[src/rtl/lmask_pkg.sv]
package lmask_pkg;

    localparam int unsigned MAX_W  = 64;
    localparam int unsigned FLD_W  = $clog2(MAX_W);
    localparam int unsigned CODE_W = 2 * FLD_W + 1;

    typedef enum logic [1:0] {
        ST_IDLE,
        ST_SCAN,
        ST_MEASURE,
        ST_RESULT
    } lm_state_e;

    typedef struct packed {
        logic             n;
        logic [FLD_W-1:0] immr;
        logic [FLD_W-1:0] imms;
    } lm_code_t;

endpackage

[src/rtl/lmask_repl_check.sv]
module lmask_repl_check #(
    parameter int W   = 64,
    parameter int LGW = 3
) (
    input  logic [W-1:0]   word_i,
    input  logic           wide_i,
    input  logic [LGW-1:0] lg_i,
    output logic           rep_o
);
    localparam int LGM  = $clog2(W);
    localparam int NSEL = 1 << LGW;
    localparam int H    = W / 2;

    logic [NSEL-1:0] rep_full;
    logic [NSEL-1:0] rep_half;

    // one periodicity comparator per candidate size, for both register widths
    generate
        for (genvar g = 0; g < NSEL; g++) begin : g_size
            localparam int S = (g >= 1 && g <= LGM) ? (1 << g) : 1;
            if (g == 0 || g > LGM) begin : g_none
                assign rep_full[g] = 1'b0;
                assign rep_half[g] = 1'b0;
            end else begin : g_real
                if (g == LGM) begin : g_full_top
                    assign rep_full[g] = 1'b1;
                end else begin : g_full_cmp
                    assign rep_full[g] = (word_i == {word_i[W-S-1:0], word_i[W-1:W-S]});
                end
                if (g >= LGM - 1) begin : g_half_top
                    assign rep_half[g] = 1'b1;
                end else begin : g_half_cmp
                    assign rep_half[g] = (word_i[H-1:0] == {word_i[H-S-1:0], word_i[H-1:H-S]});
                end
            end
        end
    endgenerate

    assign rep_o = wide_i ? rep_full[lg_i] : rep_half[lg_i];

endmodule

[src/rtl/lmask_run_analyzer.sv]
module lmask_run_analyzer #(
    parameter int W   = 64,
    parameter int LGW = 3
) (
    input  logic [W-1:0]         word_i,
    input  logic                 wide_i,
    input  logic [LGW-1:0]       lg_i,
    output logic                 single_o,
    output logic [$clog2(W):0]   ones_o,
    output logic [$clog2(W)-1:0] start_o
);
    localparam int LGM = $clog2(W);
    localparam int H   = W / 2;

    logic [W-1:0] elem_mask;
    logic [W-1:0] rise;
    logic [W-1:0] rise_in;

    always_comb begin
        for (int i = 0; i < W; i++) begin
            elem_mask[i] = (i < (1 << lg_i));
        end
    end

    // a rising edge marks the first bit of a run; the word is periodic in
    // the element size, so the neighbour of bit 0 is the register top bit
    generate
        for (genvar i = 0; i < W; i++) begin : g_rise
            if (i == 0) begin : g_wrap
                assign rise[i] = word_i[0] & ~(wide_i ? word_i[W-1] : word_i[H-1]);
            end else begin : g_lin
                assign rise[i] = word_i[i] & ~word_i[i-1];
            end
        end
    endgenerate

    assign rise_in  = rise & elem_mask;
    assign single_o = ($countones(rise_in) == 1);

    always_comb begin
        ones_o = '0;
        for (int i = 0; i < W; i++) begin
            ones_o = ones_o + {{LGM{1'b0}}, word_i[i] & elem_mask[i]};
        end
    end

    always_comb begin
        start_o = '0;
        for (int i = W - 1; i >= 0; i--) begin
            if (rise_in[i]) begin
                start_o = LGM'(i);
            end
        end
    end

endmodule

[src/rtl/lmask_encoder.sv]
module lmask_encoder
    import lmask_pkg::*;
#(
    parameter int W = lmask_pkg::MAX_W
) (
    input  logic                   clk_i,
    input  logic                   rst_ni,
    input  logic                   start_i,
    input  logic                   wide_i,
    input  logic [W-1:0]           value_i,
    output logic                   done_o,
    output logic                   valid_o,
    output logic [2*$clog2(W):0]   code_o
);
    localparam int LGM = $clog2(W);
    localparam int LGW = $clog2(LGM + 1);
    localparam int FW  = LGM;
    localparam int H   = W / 2;

    lm_state_e      state_q, state_d;
    logic [W-1:0]   val_q;
    logic           wide_q;
    logic [LGW-1:0] probe_q;
    logic [LGW-1:0] best_q;
    logic           busy;

    logic           screen_rej;
    logic           rep;
    logic           single;
    logic [LGM:0]   ones;
    logic [LGM-1:0] run_start;
    logic [LGM:0]   elem_size;
    logic [LGM:0]   immr_full;
    logic [FW-1:0]  imms_prefix;
    logic [FW-1:0]  imms_val;
    lm_code_t       code_new;

    assign busy       = (state_q != ST_IDLE);
    assign screen_rej = (value_i == '0) || (!wide_i && (value_i[W-1:H] != '0));

    lmask_repl_check #(.W(W), .LGW(LGW)) u_repl (
        .word_i (val_q),
        .wide_i (wide_q),
        .lg_i   (probe_q),
        .rep_o  (rep)
    );

    lmask_run_analyzer #(.W(W), .LGW(LGW)) u_run (
        .word_i   (val_q),
        .wide_i   (wide_q),
        .lg_i     (best_q),
        .single_o (single),
        .ones_o   (ones),
        .start_o  (run_start)
    );

    // next-state selection
    always_comb begin
        state_d = state_q;
        unique case (state_q)
            ST_IDLE: begin
                if (start_i) begin
                    state_d = screen_rej ? ST_RESULT : ST_SCAN;
                end
            end
            ST_SCAN: begin
                if (!rep || probe_q == LGW'(1)) begin
                    state_d = ST_MEASURE;
                end
            end
            ST_MEASURE: state_d = ST_RESULT;
            ST_RESULT:  state_d = ST_IDLE;
            default:    state_d = ST_IDLE;
        endcase
    end

    // state register and scan datapath
    always_ff @(posedge clk_i or negedge rst_ni) begin
        if (!rst_ni) begin
            state_q <= ST_IDLE;
            val_q   <= '0;
            wide_q  <= 1'b0;
            probe_q <= '0;
            best_q  <= '0;
        end else begin
            state_q <= state_d;
            if (state_q == ST_IDLE && start_i) begin
                val_q   <= value_i;
                wide_q  <= wide_i;
                best_q  <= wide_i ? LGW'(LGM) : LGW'(LGM - 1);
                probe_q <= wide_i ? LGW'(LGM - 1) : LGW'(LGM - 2);
            end else if (state_q == ST_SCAN && rep) begin
                best_q  <= probe_q;
                probe_q <= probe_q - LGW'(1);
            end
        end
    end

    // field assembly from the measured run
    always_comb begin
        elem_size   = (LGM + 1)'(1) << best_q;
        immr_full   = (elem_size - {1'b0, run_start}) & (elem_size - (LGM + 1)'(1));
        imms_prefix = {FW{1'b1}} << ({1'b0, best_q} + (LGW + 1)'(1));
        imms_val    = FW'(ones - (LGM + 1)'(1)) | imms_prefix;
        code_new.n    = (best_q == LGW'(LGM));
        code_new.immr = immr_full[FW-1:0];
        code_new.imms = imms_val;
    end

    // registered outputs
    always_ff @(posedge clk_i or negedge rst_ni) begin
        if (!rst_ni) begin
            done_o  <= 1'b0;
            valid_o <= 1'b0;
            code_o  <= '0;
        end else begin
            done_o <= 1'b0;
            if (state_q == ST_IDLE && start_i && screen_rej) begin
                done_o  <= 1'b1;
                valid_o <= 1'b0;
                code_o  <= '0;
            end else if (state_q == ST_MEASURE) begin
                done_o  <= 1'b1;
                valid_o <= single;
                code_o  <= single ? code_new : '0;
            end
        end
    end

endmodule

[config.mk]
export PLATFORM = sky130hd
export DESIGN_NAME = lmask_encoder
export DESIGN_NICKNAME = d
export VERILOG_FILES = /design/src/rtl/lmask_pkg.sv /design/src/rtl/lmask_repl_check.sv /design/src/rtl/lmask_run_analyzer.sv /design/src/rtl/lmask_encoder.sv
export SDC_FILE = /design/constraint.sdc
export NUM_CORES = 1
export LEC_CHECK = 0
export CORE_ASPECT_RATIO = 0.9
export CORE_MARGIN = 2
export CORE_UTILIZATION = 60
export CTS_BUF_LIST = sky130_fd_sc_hd__clkbuf_16
export CTS_CLUSTER_DIAMETER = 50
export DETAILED_ROUTE_END_ITERATION = 8
export DONT_BUFFER_PORTS = 1
export PLACE_DENSITY_LB_ADDON = 0.05
export RECOVER_POWER = 25
export SLEW_MARGIN = 20
export SYNTH_ARGS = -nofsm -noshare
export SYNTH_HDL_FRONTEND = slang
export SYNTH_HIERARCHICAL = 1
export SYNTH_SLANG_ARGS = --single-unit
[constraint.sdc]
create_clock -name clk_i -period 8.4 [get_ports clk_i]
set_input_delay 0.42 -clock clk_i [delete_from_list [all_inputs] [get_ports clk_i]]
set_output_delay 0.42 -clock clk_i [all_outputs]
set_load 0.02 [all_outputs]
## Yosys cells after proc, flatten, opt, wreduce, memory -nomap -nowiden

Index checks and enable logic that the tools add are counted.

- Output and inout port bits: 15
- Input port bits: 68
- Word-level logic and storage cells: 520
- Flip-flop bits (word level): 88

- Eq/ne operators: 17
- Multiplexer cells: 87
- Reduce and logical (&&, ||, !) cells: 14
- Shift-type cells: 3
- Add/subtract/negate cells: 131
- Order comparisons: 65
- Bitwise logic cells: 195

Operators by type and width:

| operator | number |
|---|---|
| less-than comparator 7 x 32 -> 1 bit (first input constant) | 32 |
| adder 32 bit | 31 |
| less-than comparator 6 x 32 -> 1 bit (first input constant) | 16 |
| 2-to-1 mux 6 bit | 64 |
| adder 6 x 1 -> 6 bit | 62 |
| equality test 64 bit | 5 |
| less-than comparator 5 x 32 -> 1 bit (first input constant) | 8 |
| AND 1 bit | 128 |
| equality test 32 bit | 4 |
| less-than comparator 4 x 32 -> 1 bit (first input constant) | 4 |
| adder 1 x 1 -> 2 bit | 33 |
| AND 64 bit | 1 |
| logical NOT 64 bit | 1 |
| less-than comparator 3 x 32 -> 1 bit (first input constant) | 2 |
| NOT 1 bit | 64 |
| 2-to-1 mux 13 bit | 3 |
| equality test 32 x 2 -> 1 bit (second input constant) | 1 |
| less-than comparator 1 x 32 -> 1 bit (first input constant) | 1 |
| less-than comparator 2 x 32 -> 1 bit (first input constant) | 1 |
| nonzero test 32 bit | 1 |
| left shift 1 x 3 -> 32 bit (first input constant) | 1 |
| 2-to-1 mux 3 bit | 4 |
| subtractor 6 x 1 -> 6 bit (second input constant) | 2 |
| 2-to-1 mux 1 bit | 9 |
| other kinds (22) | 34 |

## Depth between registers and ports, before layout

Gate-level depths: netlist of run 1.

- Depth in word-level cells: 73
- Depth in mapped cells: 32
- Depth with buffers taken out: 29

## By module

Netlist of run 1, hierarchy kept.

By module, submodules not included:

| module | times used | seq. area each (um^2) | area an instance (um^2) | cells an instance |
|---|---|---|---|---|
| lmask_run_analyzer | 1 | 0.0 | 5246.3 | 653 |
| lmask_encoder | 1 | 2202.1 | 4115.2 | 342 |
| lmask_repl_check | 1 | 0.0 | 2872.8 | 453 |

## Least setup slack after synthesis of run 1

No wires, ideal clock.

- Path type: reg-to-reg
- Start: register best_q[2]
- End: register code_o[11]
- Arrival: 7764 ps
- Cell stages (with the launch flop): 33
- Path slack: 563 ps
- Period minus slack after synthesis: 7837 ps
- Data required time: 8327 ps
- Path buffers: 3
- Cells stage by stage: dfrtp_1 > clkbuf_1 > o21a_1 > clkbuf_1 > and2_1 > nor2b_1 > fa_1 > inv_1 > fa_1 > fa_1 > inv_1 > fa_1 > inv_1 > fa_1 > inv_1 > fa_1 > inv_1 > fa_1 > fa_1 > inv_1 > ha_1 > inv_1 > fa_1 > a211o_1 > nand2_1 > o2111ai_1 > nor4b_1 > and2_1 > clkbuf_1 > a32oi_1 > nor2b_1 > mux2i_1 > a21oi_2

RTL lines:

| item | RTL line | text |
|---|---|---|
| from (decl) | lmask_encoder.sv:24 | `logic [LGW-1:0] best_q;` |
| from (signal assigned) | lmask_encoder.sv:90 | `best_q <= wide_i ? LGW'(LGM) : LGW'(LGM - 1);` |
| from (signal assigned) | lmask_encoder.sv:93 | `best_q <= probe_q;` |
| left shift 1 x 3 -> 32 bit (*) | lmask_run_analyzer.sv:21 | `elem_mask[i] = (i < (1 << lg_i));` |
| less-than comparator 1 x 32 -> 1 bit (tied with other cells) | lmask_run_analyzer.sv:21 |  |
| AND 64 bit (*) | lmask_run_analyzer.sv:37 | `assign rise_in = rise & elem_mask;` |
| adder 1 x 1 -> 2 bit (not written as such) | lmask_run_analyzer.sv:38 | `assign single_o = ($countones(rise_in) == 1);` |
| adder 32 bit (not written as such) (4 in a row) | lmask_run_analyzer.sv:38 |  |
| adder 32 bit (not written as such) (*) | lmask_run_analyzer.sv:38 |  |
| equality test 32 x 2 -> 1 bit (*) | lmask_run_analyzer.sv:38 |  |
| named net single | lmask_encoder.sv:29 | `logic single;` |
| 2-to-1 mux 13 bit (*) | lmask_encoder.sv:125 | `code_o <= single ? code_new : '0;` |
| 2-to-1 mux 13 bit (*) | lmask_encoder.sv:122 | `end else if (state_q == ST_MEASURE) begin` |
| 2-to-1 mux 13 bit (*) | lmask_encoder.sv:118 | `if (state_q == ST_IDLE && start_i && screen_rej) begin` |
| to (signal assigned) | lmask_encoder.sv:125 |  |
| to (decl) | lmask_encoder.sv:13 | `output logic [2*$clog2(W):0] code_o` |

Mark *: on every way through the listed nets, which the timed path passes. The rest lies on a longest branch. The select of a mux whose other input is x is not followed.
A chain may end at the register's enable or synchronous reset.

## Final worst setup path of run 1

- Start: register best_q[1]
- End: register code_o[8]

Same word-level chain as after synthesis.

==> reports/qor.yml, run 1 <==
run_status: "finished with violations"
violations: "max-capacitance violations, max-slew violations"
mostFrequentLayoutCell: "inv_1"
first_iter_violations: 1837
met1Wirelength_um: 17100
routedWlPerCell_um: 25.9
period_minus_slack_ns: 7.99
drt_first_pass_iters: 9
via_per_inst: 6.84
htreeDepth: 3
gr-usage-all-layers_pct: 40.9
synthCells: 1442
boundaryPins: 83
antenna_cells: 0
setup-tns-final_ns: 0
cts_buffers: 9
cts_root_buf: "clkbuf_16"
crit_top_cell: "fa_1"
placedCellCount: 1677
start_util_pct: 61.1
top_layer_used: "met4"
die_y_um: 139
hpwl_um: 32500
max_freq_mhz: 125
grt_pass1_wl_um: 66300
syn-num-nets: 1663
worst_setup_path_start_kind: "flop"
slowest_delay_ns: 0.59
io_buffers: 0
slew_violations: 89
stdcell_area_sq_mm: 0.0130
clk_path_buf_depth: 2
core-area_sq_mm: 0.0199
dr_wl_met2_um: 18800
arrival_ns: 8.26
tightest_slew_ns: 4.93
cts.sinks: 88
hold_violations: 0
area_growth_pct: 6.86
worstSkewPairLatency_ns: 0.36
placement.cell_area_sq_mm: 0.0127
crit_fanout: 14
die-area_sq_mm: 0.0215
cts_setup_buffers: 0
syn_area_sq_mm: 0.0122
nets: 1655
grt_max_degree: 89
mostFrequentLayoutCells: "145 x inv_1, 108 x fa_1, 88 x dfrtp_1"
syn_area_per_cell_sq_um: 8.45
drc: 0
clk_pin_slew_ns: 0.07
post-route-period-util_pct: 95.2
wl_met3_um: 6020
vias: 11600
drive_above_1_share_pct: 12.6
final_antenna_net_count: 0
cpLargestDelayFamily: "adder cells"
antenna_found_initial: 0
setup_viol: 0
cp-end-kind: "flop"
rsz0062_at_grt: "false"
crit_required_ns: 8.67
wl_um: 43900
gp_congestion: 1.04
fin_util_pct: 65.3
maxCapViolations: 1
rows: 49
yosysWarnings: 6
cp_slowest_cell: "dfrtp_1"
fin_skew_ns: 0.0197
relSlewSlack_pct: -228
grt_pass1_vias: 10900
final_cell_count_no_fill: 1694
min_path_type: "in2reg"
worst-setup-path-type: "reg2reg"
cts_tree: "done"
path_buf_inv: 6
grt_remaining_overflow: 0
die_w_um: 154
==> registers in the layout, indices dropped and copies added, names as in the netlist <==
signal and count:
probe_q 3, best_q 3, code_o 13, state_q 2, wide_q 1, valid_o 1, val_q 64, done_o 1
==> worst paths after layout <==
check                           startpoint         end  slack [ns]  cells after the start
worst max-delay path             best_q[1]   code_o[8]        0.41                     25
worst min-delay path                wide_i   best_q[0]        0.16                      1
worst max register to register   best_q[1]   code_o[8]        0.41                     25
worst min register to register  state_q[1]  state_q[1]        0.53                      2
max in group asynchronous           rst_ni   val_q[21]        3.80                      1
min in group asynchronous           rst_ni  code_o[11]        1.86                      1
==> per-layer routing <==
metal / global-route usage, % / vias to the layer above
met4: 14.0 / 0
met2: 62.1 / 920
met5: 0 / -
li1: - / 5003
met1: 58.2 / 5494
met3: 9.22 / 162
==> timing repair <==
item,CTS,global route
hold buffers,1,0
gates resized for setup,0,1
endpoints found under the hold margin,88,0
endpoints found under the setup margin,0,4
==> through the flow <==
stage / setup WS [ns] / hold WS (ns)
3_3_place_gp: 0.467 / 0.127
2_1_floorplan: 0.563 / 0.124
3_5_place_dp: 0.273 / 0.127
6_report: 0.406 / 0.161
4_1_cts: 0.279 / 0.00673
5_1_grt: 0.0130 / 0.151
==> cell type report <==
cell class                      instances  area (sq um)
Clock buffer                            9           225
Clock inverter                          7           101
Fill cell                            1726          6910
Inverter                              147           552
Multi-Input combinational cell       1113          9050
Sequential cell                        88          2200
Tap cell                              255           319
Timing Repair Buffer                   75           559
Power of run 1 is not shown: default switching activity piles up to over one toggle a cycle in this logic, so the estimate is an artifact.
==> run 2, diff against run 1 <==
- CORE_ASPECT_RATIO: 0.9 -> default
==> run 2 against run 1 <==
The run still ends with max-capacitance violations, max-slew violations left. Register-to-register slack improved by 0.11 ns. Die area barely moved. Critical path depth rose by 3. Count of clock-buffer cells in the layout did not move. Non-clock buffer count rose by 2. Sequential share of layout area barely moved. Maximum frequency rose by 1.4%. First-iteration DRC count fell by 7.4%. Setup slack improved by 0.11 ns. Final cell count rose by 1.0%. Wire length fell by 3.5%. Core utilization fell by 0.47 points. Critical endpoint unchanged.
==> reports/qor.yml, run 2 (synthesized netlist as in run 1, its figures left out) <==
reg2reg_depth: 28  # +12%
r2r_setup_slack_ns: 0.51  # +0.11 ns
crit_fanout: 13  # -1
run_status: "finished with violations"
vias: 11500  # -0.62%
whs_path_depth: 1  # unchanged
hp-start: "wide_i"
start_util_pct: 60.6  # -0.54 points
grt_remaining_overflow: 0  # unchanged
clk_pin_slew_ns: 0.08  # about the same
drt_first_pass_iters: 7  # -2
post-route-period-util_pct: 93.9  # -1.3 points
cts_tree: "done"
gr-usage-all-layers_pct: 40.2  # -0.74 points
die_w_um: 146  # -5.0%
cp_slowest_cell: "or4_1"
cts_buffers: 9  # unchanged
grt_pass1_vias: 11300  # +3.4%
via_per_inst: 6.73  # -1.6%
die-area_sq_mm: 0.0215  # about the same
top_regs: "val_q (64), code_o (13)"
crit_top_cell: "fa_1"
fin_skew_ns: 0.0166  # -0.00311 ns
die_y_um: 146  # +5.3%
htreeDepth: 3  # unchanged
io_buffers: 0  # unchanged
relSlewSlack_pct: -229  # -0.90 points
hold_violations: 0  # unchanged
gp_congestion: 1.01  # -2.6%
max_freq_mhz: 127  # +1.4%
boundaryPins: 83  # unchanged
placement.cell_area_sq_mm: 0.0127  # +0.21%
drc: 0  # unchanged
core-area_sq_mm: 0.0201  # +0.90%
worst-setup-path-type: "reg2reg"
area_growth_pct: 7.05
grt_pass1_wl_um: 66300  # about the same
cts_root_buf: "clkbuf_16"
final_cell_count_no_fill: 1711  # +1.0%
hpwl_um: 31300  # -3.6%
clk_path_buf_depth: 2  # unchanged
period_minus_slack_ns: 7.89  # -0.109 ns
violations: "max-capacitance violations, max-slew violations"
mostFrequentLayoutCell: "inv_1"
cts_setup_buffers: 0  # unchanged
top_register: "val_q"
slew_violations: 89  # unchanged
rsz0062_at_grt: "false"
placedCellCount: 1693  # +0.95%
min_path_type: "in2reg"
fillers: 1726  # unchanged
min_to: "best_q[0]"
first_iter_violations: 1701  # -7.4%
nets: 1657  # +0.12%
maxCapViolations: 1  # unchanged
cp-end-kind: "flop"
setup-tns-final_ns: 0  # unchanged
arrival_ns: 8.17  # -0.09 ns
antenna_found_initial: 0  # unchanged
largest_register_ff_count: 64  # unchanged
drive_above_1_share_pct: 12.8  # +0.19 points
wl_um: 42400  # -3.5%
tightest_slew_ns: 4.94  # +0.0135 ns
worstSkewPairLatency_ns: 0.36  # about the same
grt_max_degree: 89  # unchanged
setup_viol: 0  # unchanged
final_antenna_net_count: 0  # unchanged
slowest_delay_ns: 0.54  # -0.05 ns
stdcell_area_sq_mm: 0.0130  # +0.17%
cts.sinks: 88  # unchanged
worst_setup_path_start_kind: "flop"
timing.rr.end: "code_o[8]"
holdWs_ns: 0.155  # -0.00574 ns
routedWlPerCell_um: 24.8  # -4.4%
rows: 52  # +6.1%
r2r-start: "best_q[2]"
antenna_cells: 0  # unchanged
crit_required_ns: 8.68  # about the same
mostFrequentLayoutCells: "145 x inv_1, 108 x fa_1, 87 x dfrtp_1"
-- run 2: final cells by class --
| type | instances | area (sq um) | area share, % |
|---|---|---|---|
| Multi-Input combinational cell | 1113 | 9050 | 69.4 |
| Tap cell | 270 | 338 | 2.59 |
| Inverter | 147 | 552 | 4.23 |
| Timing Repair Buffer | 77 | 577 | 4.42 |
| Clock inverter | 7 | 90.1 | 0.691 |
| Clock buffer | 9 | 225 | 1.73 |
| Sequential cell | 88 | 2200 | 16.9 |
-- run 2: worst max path at each step --
stage                     startpoint    endpoint  slack [ns]  cells past startpoint
after floorplan            best_q[2]  code_o[11]        0.56                     32
after global placement     best_q[1]   code_o[8]        0.65                     26
after detailed placement   best_q[1]   code_o[8]        0.46                     26
after CTS                  best_q[1]   code_o[8]        0.45                     26
after global routing       best_q[2]  code_o[11]        0.02                     30
final                      best_q[2]   code_o[8]        0.51                     28
-- run 2: per-layer routing --
| layer | track usage, % | part of all wire [%] | vias to the layer above |
|---|---|---|---|
| met3 | 7.72 | 11 | 159 |
| met4 | 15.8 | 4.5 | 0 |
| li1 | - | - | 4991 |
| met5 | 0 | 0 | - |
| met2 | 61.9 | 45 | 826 |
| met1 | 56.3 | 39 | 5531 |
-- run 2: worst max-delay path, delay by kind of cell (launching register included) --
family	cells	cell delay, ns
AOI/OAI and AO/OA	4	0.72
adders and majority gates	10	4.46
buffers and inverters	8	0.77
DFF	1	0.50
and+or+nand+nor	6	1.36
-- run 2: through the flow --
stage	utilization (%)	worst slack, ns
2_1_floorplan	-	0.563
3_3_place_gp	63.2	0.647
3_5_place_dp	63.2	0.460
4_1_cts	64.9	0.453
5_1_grt	64.8	0.0224
6_report	64.8	0.515
-- run 2: repair_timing --
| action | 4_1_cts | 5_1_grt |
|---|---|---|
| endpoints found under the hold margin | 88 | 0 |
| hold buffers | 2 | 0 |
| resized for setup | 0 | 2 |
| endpoints found under the setup margin | 0 | 2 |
Power of run 2 is left out for the same reason.
